[src/rtl/txdesc_pkg.sv]
package txdesc_pkg;

  typedef enum logic [2:0] {
    IDLE,
    FETCH_DESC,
    CHECK_ACTIVE,
    SEND_FRAME,
    WAIT_DONE
  } seqState_e;

  // strobes from control to datapath
  typedef struct packed {
    logic clrReq;
    logic latchDesc;
    logic advance;
  } ctrlStb_t;

  // status from datapath to control
  typedef struct packed {
    logic reqBit;
    logic descActive;
  } dpStat_t;

  localparam int REG_W = 32;

endpackage

[src/rtl/txdesc_ctrl.sv]
module txdesc_ctrl
  import txdesc_pkg::*;
(
  input  logic     clk,
  input  logic     rstN,
  input  dpStat_t  stat,
  input  logic     descReqReady,
  input  logic     descRspValid,
  input  logic     txDone,
  output ctrlStb_t stb,
  output logic     descReqValid,
  output logic     descRspReady,
  output logic     txStart
);

  seqState_e state, nextState;
  logic      reqIssued;

  always_comb begin
    nextState    = state;
    stb          = '0;
    descReqValid = 1'b0;
    descRspReady = 1'b0;
    txStart      = 1'b0;
    case (state)
      IDLE: begin
        if (stat.reqBit) nextState = FETCH_DESC;
      end
      FETCH_DESC: begin
        descReqValid = !reqIssued;
        descRspReady = reqIssued;
        if (reqIssued && descRspValid) begin
          stb.latchDesc = 1'b1;
          nextState     = CHECK_ACTIVE;
        end
      end
      CHECK_ACTIVE: begin
        if (stat.descActive) begin
          nextState = SEND_FRAME;
        end else begin
          stb.clrReq = 1'b1;
          nextState  = IDLE;
        end
      end
      SEND_FRAME: begin
        txStart   = 1'b1;
        nextState = WAIT_DONE;
      end
      WAIT_DONE: begin
        if (txDone) begin
          stb.advance = 1'b1;
          nextState   = FETCH_DESC;
        end
      end
      default: nextState = IDLE;
    endcase
  end

  always_ff @(posedge clk) begin
    if (!rstN) begin
      state     <= IDLE;
      reqIssued <= 1'b0;
    end else begin
      state <= nextState;
      if (state != FETCH_DESC || stb.latchDesc)
        reqIssued <= 1'b0;
      else if (descReqValid && descReqReady)
        reqIssued <= 1'b1;
    end
  end

endmodule

[src/rtl/txdesc_dpath.sv]
module txdesc_dpath
  import txdesc_pkg::*;
#(
  parameter int ADDR_W     = 32,
  parameter int LEN_W      = 16,
  parameter int DESC_BYTES = 16
) (
  input  logic              clk,
  input  logic              rstN,
  input  logic              regWrEn,
  input  logic              regSel,
  input  logic [REG_W-1:0]  regWrData,
  output logic [REG_W-1:0]  regRdData,
  input  ctrlStb_t          stb,
  output dpStat_t           stat,
  input  logic              descRspActive,
  input  logic              descRspLast,
  input  logic [ADDR_W-1:0] descRspBufAddr,
  input  logic [LEN_W-1:0]  descRspLen,
  output logic [ADDR_W-1:0] descReqAddr,
  output logic [ADDR_W-1:0] txBufAddr,
  output logic [LEN_W-1:0]  txLen
);

  localparam logic [ADDR_W-1:0] STEP = ADDR_W'(DESC_BYTES);

  logic              reqQ, activeQ, lastQ;
  logic [ADDR_W-1:0] baseQ, ptrQ, bufQ;
  logic [LEN_W-1:0]  lenQ;
  logic              setReq, wrBase;

  assign setReq = regWrEn && !regSel && regWrData[0];
  assign wrBase = regWrEn && regSel;

  always_ff @(posedge clk) begin
    if (!rstN) begin
      reqQ    <= 1'b0;
      baseQ   <= '0;
      ptrQ    <= '0;
      activeQ <= 1'b0;
      lastQ   <= 1'b0;
      bufQ    <= '0;
      lenQ    <= '0;
    end else begin
      // request bit: only hardware clears it; writes of 0 are dropped
      if (stb.clrReq)  reqQ <= setReq;
      else if (setReq) reqQ <= 1'b1;

      if (wrBase) baseQ <= regWrData[ADDR_W-1:0];

      if (stb.advance)
        ptrQ <= lastQ ? baseQ : ptrQ + STEP;
      else if (wrBase && !reqQ)
        ptrQ <= regWrData[ADDR_W-1:0];

      if (stb.latchDesc) begin
        activeQ <= descRspActive;
        lastQ   <= descRspLast;
        bufQ    <= descRspBufAddr;
        lenQ    <= descRspLen;
      end
    end
  end

  // a read in the halt-decision cycle already sees the cleared bit
  assign regRdData = regSel ? REG_W'(baseQ)
                            : {{(REG_W-1){1'b0}}, reqQ && !stb.clrReq};

  assign stat.reqBit     = reqQ;
  assign stat.descActive = activeQ;
  assign descReqAddr     = ptrQ;
  assign txBufAddr       = bufQ;
  assign txLen           = lenQ;

endmodule

[src/rtl/txdesc_seq.sv]
module txdesc_seq
  import txdesc_pkg::*;
#(
  parameter int ADDR_W     = 32,
  parameter int LEN_W      = 16,
  parameter int DESC_BYTES = 16
) (
  input  logic              clk,
  input  logic              rstN,
  input  logic              regWrEn,
  input  logic              regSel,
  input  logic [31:0]       regWrData,
  output logic [31:0]       regRdData,
  output logic              descReqValid,
  input  logic              descReqReady,
  output logic [ADDR_W-1:0] descReqAddr,
  output logic              descRspReady,
  input  logic              descRspValid,
  input  logic              descRspActive,
  input  logic              descRspLast,
  input  logic [ADDR_W-1:0] descRspBufAddr,
  input  logic [LEN_W-1:0]  descRspLen,
  output logic              txStart,
  output logic [ADDR_W-1:0] txBufAddr,
  output logic [LEN_W-1:0]  txLen,
  input  logic              txDone
);

  ctrlStb_t ctrlStb;
  dpStat_t  dpStat;

  txdesc_ctrl u_ctrl (
    .clk          (clk),
    .rstN         (rstN),
    .stat         (dpStat),
    .descReqReady (descReqReady),
    .descRspValid (descRspValid),
    .txDone       (txDone),
    .stb          (ctrlStb),
    .descReqValid (descReqValid),
    .descRspReady (descRspReady),
    .txStart      (txStart)
  );

  txdesc_dpath #(
    .ADDR_W     (ADDR_W),
    .LEN_W      (LEN_W),
    .DESC_BYTES (DESC_BYTES)
  ) u_dpath (
    .clk            (clk),
    .rstN           (rstN),
    .regWrEn        (regWrEn),
    .regSel         (regSel),
    .regWrData      (regWrData),
    .regRdData      (regRdData),
    .stb            (ctrlStb),
    .stat           (dpStat),
    .descRspActive  (descRspActive),
    .descRspLast    (descRspLast),
    .descRspBufAddr (descRspBufAddr),
    .descRspLen     (descRspLen),
    .descReqAddr    (descReqAddr),
    .txBufAddr      (txBufAddr),
    .txLen          (txLen)
  );

endmodule

[config.mk]
export PLATFORM = sky130hd
export DESIGN_NAME = txdesc_seq
export DESIGN_NICKNAME = d
export VERILOG_FILES = /design/src/rtl/txdesc_pkg.sv /design/src/rtl/txdesc_ctrl.sv /design/src/rtl/txdesc_dpath.sv /design/src/rtl/txdesc_seq.sv
export SDC_FILE = /design/constraint.sdc
export NUM_CORES = 1
export LEC_CHECK = 0
export ABC_AREA = 1
export BUFFER_PORTS_ARGS = -buffer_cell sky130_fd_sc_hd__buf_4
export CAP_MARGIN = 30
export CORE_UTILIZATION = 45
export CTS_BUF_LIST = sky130_fd_sc_hd__clkbuf_16
export CTS_CLUSTER_DIAMETER = 60
export DETAILED_ROUTE_END_ITERATION = 10
export PLACE_DENSITY = 0.73
export REMOVE_ABC_BUFFERS = 1
export SLEW_MARGIN = 20
export SYNTH_ARGS = -nofsm -noshare
export SYNTH_HDL_FRONTEND = slang
export SYNTH_HIERARCHICAL = 1
export SYNTH_SLANG_ARGS = --single-unit
export TNS_END_PERCENT = 30
[constraint.sdc]
create_clock -name clk -period 1.9 [get_ports clk]
set_clock_uncertainty 0.2 [all_clocks]
set_input_delay 0.475 -clock clk [delete_from_list [all_inputs] [get_ports clk]]
set_output_delay 0.475 -clock clk [all_outputs]
set_load 0.1 [all_outputs]
### Yosys cells after proc, flatten, opt, wreduce, memory -nomap -nowiden

Index checks and enable logic that the tools add are counted.

* bitwise logic cells: 1
* reduce and logical (&&, ||, !) cells: 17
* $mul: 0
* eq/ne operators: 8
* shift-type cells: 0
* add/sub/neg operators: 1
* $lt $le $gt $ge: 0
* mux-type cells: 20
* div/mod/pow operators: 0

Operators with widths (number)
* $mux W32: 4
* $add A32 B5 Y32 const B: 1
* $pmux W3 S5: 1
* $mux W1: 11
* $mux W3: 3
* $logic_and A1 B1 Y1: 7
* $eq A3 B2 Y1 const B: 2
* $logic_not A1 Y1: 4
* $ne A2 B1 Y1 const B: 2
* $reduce_bool A2 Y1: 2
* $eq A3 B1 Y1 const B: 1
* $eq A3 B3 Y1 const B: 1
* $logic_not A3 Y1: 1
* $ne A3 B1 Y1 const B: 1
* $reduce_and A3 Y1: 1
* $mux W2: 1
* $ne A2 B2 Y1 const B: 1
* $reduce_or A2 Y1: 1
* $logic_or A1 B1 Y1: 1
* $not A1 Y1: 1

* output and inout port bits: 115
* input bits: 89
* latch bits: 0
* register bits: 119
* memories: 0
* bits in writable memories: 0
* ROM bits: 0

### Depth between registers and ports, before layout

* depth after elaboration: 5
* depth in mapped cells: 10
* gate-level depth less buffers: 10

### Modules after synthesis

The synthesis kept the hierarchy.

By module, submodules not included
* txdesc_dpath: sequential area each 2302.2 sq um, times used 1, area an instance 5625.4 sq um, cells an instance 851
* txdesc_ctrl: sequential area each 80.1 sq um, times used 1, area an instance 250.2 sq um, cells an instance 40

### Least setup slack after synthesis

Ideal clock, no wire load.

* path type: reg-to-output
* from: register u_ctrl.state[2]
* to: output regRdData[0]
* stages on the path, launching flop included: 7
* path buffers: 0
* required time: 1.225 ns
* slack: -1.557 ns
* arrival time: 2.782 ns
* cells stage by stage: dfxtp_1 > inv_1 > nand3_1 > nor2_1 > inv_1 > nand2_1 > o21ai_0

RTL lines
* from (decl): RTL line txdesc_ctrl.sv:16 `seqState_e state, nextState;`
* from (signal assigned): RTL line txdesc_ctrl.sv:64 `state <= nextState;`
* to (decl): RTL line txdesc_seq.sv:13 `output logic [31:0] regRdData,`

==> results by group <==
Run status
  • Outcome: complete, but fails checks
  • Failing checks: setup timing

Drt
  • Avg WL per Cell: between 10 and 15 um
  • Drt pass-1 iters: 6
  • Via-to-Cell Ratio: about 5
  • Post-Route WL: 17,940 um
  • Iter 0 DRT Violations: ~450
  • Final antenna-violating net count: 0
  • # DRC: 0
  • Vias: around 6.4k

Layout
  • Number of fill cells: approximately 1.1k
  • Most frequent cells in the layout: nor2_1, buf_4, nand2_1
  • Area Growth Syn to Fin: 48.94%
  • Commonest non-fill, non-tap cell in the layout: nor2_1
  • Share of post-route cells with drive strength above 1: 0.2987
  • Cell Count, Final, Fillers Out: around 1.3k
  • Fin area: 8751 um^2
  • ANT cells: 0
  • Fin nets: ~1.2k

Clock network
  • CTS max path bufs: 2
  • Sink Count: 119
  • CTS buffer count: 17
  • Root Driver: clkbuf_16
  • Skew-Pair Late Insertion Delay: between 0.4 and 0.5 ns
  • # H-tree levels: 4
  • CTS tree: built
  • Clock transition at path regs: about 0.060 ns

Power and ir drop
  • Worst VDD drop: approximately 690 uV
  • LEAKAGE: 0.004169 uW
  • PwrDens: ~900 nW/um^2

Yosys
  • Post-synthesis simple-gate area fraction: 0.2977
  • Mapped Area: 5876 um^2
  • Cell count after synthesis: 891
  • Xor/xnor cell area share of the yosys netlist: 0.008944
  • Syn. warnings: 6
  • Compound-Gate Fraction of Synth Area: 0.1914
  • Post-synthesis mux area share: 0
  • Synth Area in Adders: 0.002129
  • Largest family of logic cells by synthesized area: simple AND/OR/NAND/NOR gates
  • Seq cells post-synth: roughly 120
  • Library cells used by synthesis: 41
  • Seq/Total Area, Yosys: 0.4055
  • Syn_area_per_cell: between 6 and 7 um^2

Critical path
  • Crit path kind: flip-flop to primary output
  • Critical path launch point: u_ctrl/state[2]$_SDFFE_PN0P_
  • Crit. End Element: primary output
  • Worst reg2reg path startpoint: u_ctrl/state[2]$_SDFFE_PN0P_
  • CP max FO: 3
  • Worst r2r path cells: 11
  • Worst path required time: roughly 1.2 ns
  • Arr. time, crit path: roughly 1.4 ns
  • Crit start category: flip-flop

Flow run
  • Max-cap violations: 0

STA
  • RSZ-0062 raised after global routing: true
  • Fin crit period: about 2.1 ns
  • Worst Hold Margin: 0.07712 ns
  • Final worst setup slack: -0.2076 ns
  • Slew headroom: 0.7861
  • Fmax: 474.5 MHz
  • Setup Viol. Count Final: 36
  • Worst slew pin tran: 0.3208 ns
  • Final hold vios: 0
  • Tcrit/Tclk final: 1.109
  • Slew Viols, Final: 0

Placed design
  • Placed cell count: 1,245
  • PortBufs: 203
  • Pre-CTS WS: -0.04185 ns
  • Dpl cell area: 7706 um^2
  • Routability cong.: about 0.87
  • Hpwl dp: about 12,000 um

Hold path
  • HP Start: descRspBufAddr[19]
  • Hold depth: 3
  • Class of the worst hold path: input port to flip-flop

Floorplan
  • Ports: 204
  • Initial Utilization: 0.4637
  • Die W: around 120 um
  • Std cell rows: between 40 and 50
  • Core area: between 10,000 and 15,000 um^2
  • Die area: 13,520 um^2
  • Chip Height: about 120 um

GRT
  • Total track usage: 0.2737
  • Largest net degree at the start of global routing: 59
  • Total gr overflow: 0
  • Global-route wire length before repair: approximately 29,000 um
  • Vias in the first global route: between 5k and 6k
  • Antenna violations before repair: 0
layer usage:
metal,vias to the layer above,global-route usage,share of wire
li1,3271,-,-
met1,2910,0.3226,0.42
met2,223,0.4576,0.49
met3,15,0.1090,0.082
met4,0,0.08034,0.012
met5,-,0,0
synthesized netlist by cell type:
master | instances | area share
nand2_4 | 1 | 0.0019
xor2_1 | 3 | 0.0045
xnor2_1 | 3 | 0.0045
ha_1 | 1 | 0.0021
a211oi_1 | 1 | 0.0013
a21oi_2 | 3 | 0.0045
clkbuf_1 | 36 | 0.023
clkinvlp_2 | 1 | 0.00085
clkinv_1 | 3 | 0.0019
buf_4 | 5 | 0.0064
o21ai_1 | 3 | 0.0026
dfxtp_1 | 119 | 0.41
o21ai_2 | 1 | 0.0015
o31ai_1 | 1 | 0.0013
buf_2 | 7 | 0.0060
dlygate4sd1_1 | 1 | 0.0015
inv_1 | 74 | 0.047
nand3_2 | 4 | 0.0068
buf_6 | 1 | 0.0019
nand4_1 | 2 | 0.0021
a31oi_1 | 4 | 0.0043
a21oi_1 | 73 | 0.062
nor2_2 | 4 | 0.0043
nor2_4 | 6 | 0.011
nand2_1 | 131 | 0.084
nor2_1 | 213 | 0.14
o22ai_1 | 1 | 0.0011
or2_2 | 3 | 0.0032
clkbuf_8 | 1 | 0.0023
o21ai_0 | 128 | 0.11
clkbuf_4 | 1 | 0.0013
and2_1 | 1 | 0.0011
o211ai_1 | 1 | 0.0013
or2_0 | 1 | 0.0011
nand3_1 | 36 | 0.031
nor3_1 | 2 | 0.0017
o21bai_1 | 2 | 0.0026
inv_2 | 3 | 0.0019
nor2_8 | 1 | 0.0034
nor3_2 | 1 | 0.0017
nand2_2 | 8 | 0.0085
logic make-up (layout without fill, tap and decap cells):
kind of cell    count (synthesis)  in the layout
simple gates                  414            414
compound gates                218            218
buf+inv                       133            357
flops                         119            119
xor+xnor                        6              6
fa+ha+maj                       1              1
critical path: stages (launching register included):
cell	delay, ns
dfxtp_4	0.38
inv_4	0.05
nand3_4	0.08
nor2_2	0.04
inv_1	0.06
nand2_2	0.07
o21ai_4	0.15
buf_12	0.19
power by group:
| part | internal, uW | switching [uW] | total [uW] |
|---|---|---|---|
| sequential | 2630 | 140 | 2770 |
| combinational | 587 | 1300 | 1890 |
| clock | 2040 | 1150 | 3190 |
state kept, by name, summed over array words and instances (netlist names), 3 cells and up:
register	flops
u_ctrl/state	3
u_dpath/descReqAddr	32
u_dpath/txLen	16
u_dpath/baseQ	32
u_dpath/txBufAddr	32
worst paths after layout:
path / slack, ns / end
setup / recovery: -0.21 / regRdData[0]
hold / removal: 0.08 / u_dpath/txBufAddr[19]$_SDFFE_PN0P_
setup reg to reg: -0.17 / u_dpath/descReqAddr[31]$_SDFFE_PN0P_
hold reg to reg: 0.27 / u_dpath/baseQ[28]$_SDFFE_PN0P_
stage by stage:
stage	TNS (ns)	util	power [uW]
after floorplan	-137.06	-	3942
after CTS	-0.7732	0.6684	7806
after global placement	0	0.6082	4483
after global routing	-7.246	0.6906	8180
final	-4.179	0.6906	7848
after detailed placement	-0.1378	0.6082	4496
cell type report:
| type | instances | area, um^2 | area share |
|---|---|---|---|
| clock buffers | 17 | 425.4 | 0.04861 |
| clock inverters | 15 | 163.9 | 0.01873 |
| inverters | 81 | 310.3 | 0.03546 |
| multi-input cells | 639 | 3035 | 0.3469 |
| flip-flops and latches | 119 | 2394 | 0.2735 |
| well taps | 172 | 215.2 | 0.02459 |
| repair buffers | 244 | 2207 | 0.2522 |
repair_timing:
| item | CTS | global route |
|---|---|---|
| endpoints found under the setup margin | 15 | 124 |
| setup buffers | 5 | 5 |
| hold buffers | 0 | 0 |
| resized for setup | 40 | 69 |
| gates cloned | 0 | 0 |
| pin swaps | 3 | 3 |
Note: power is estimated with default switching activity, not from simulation.
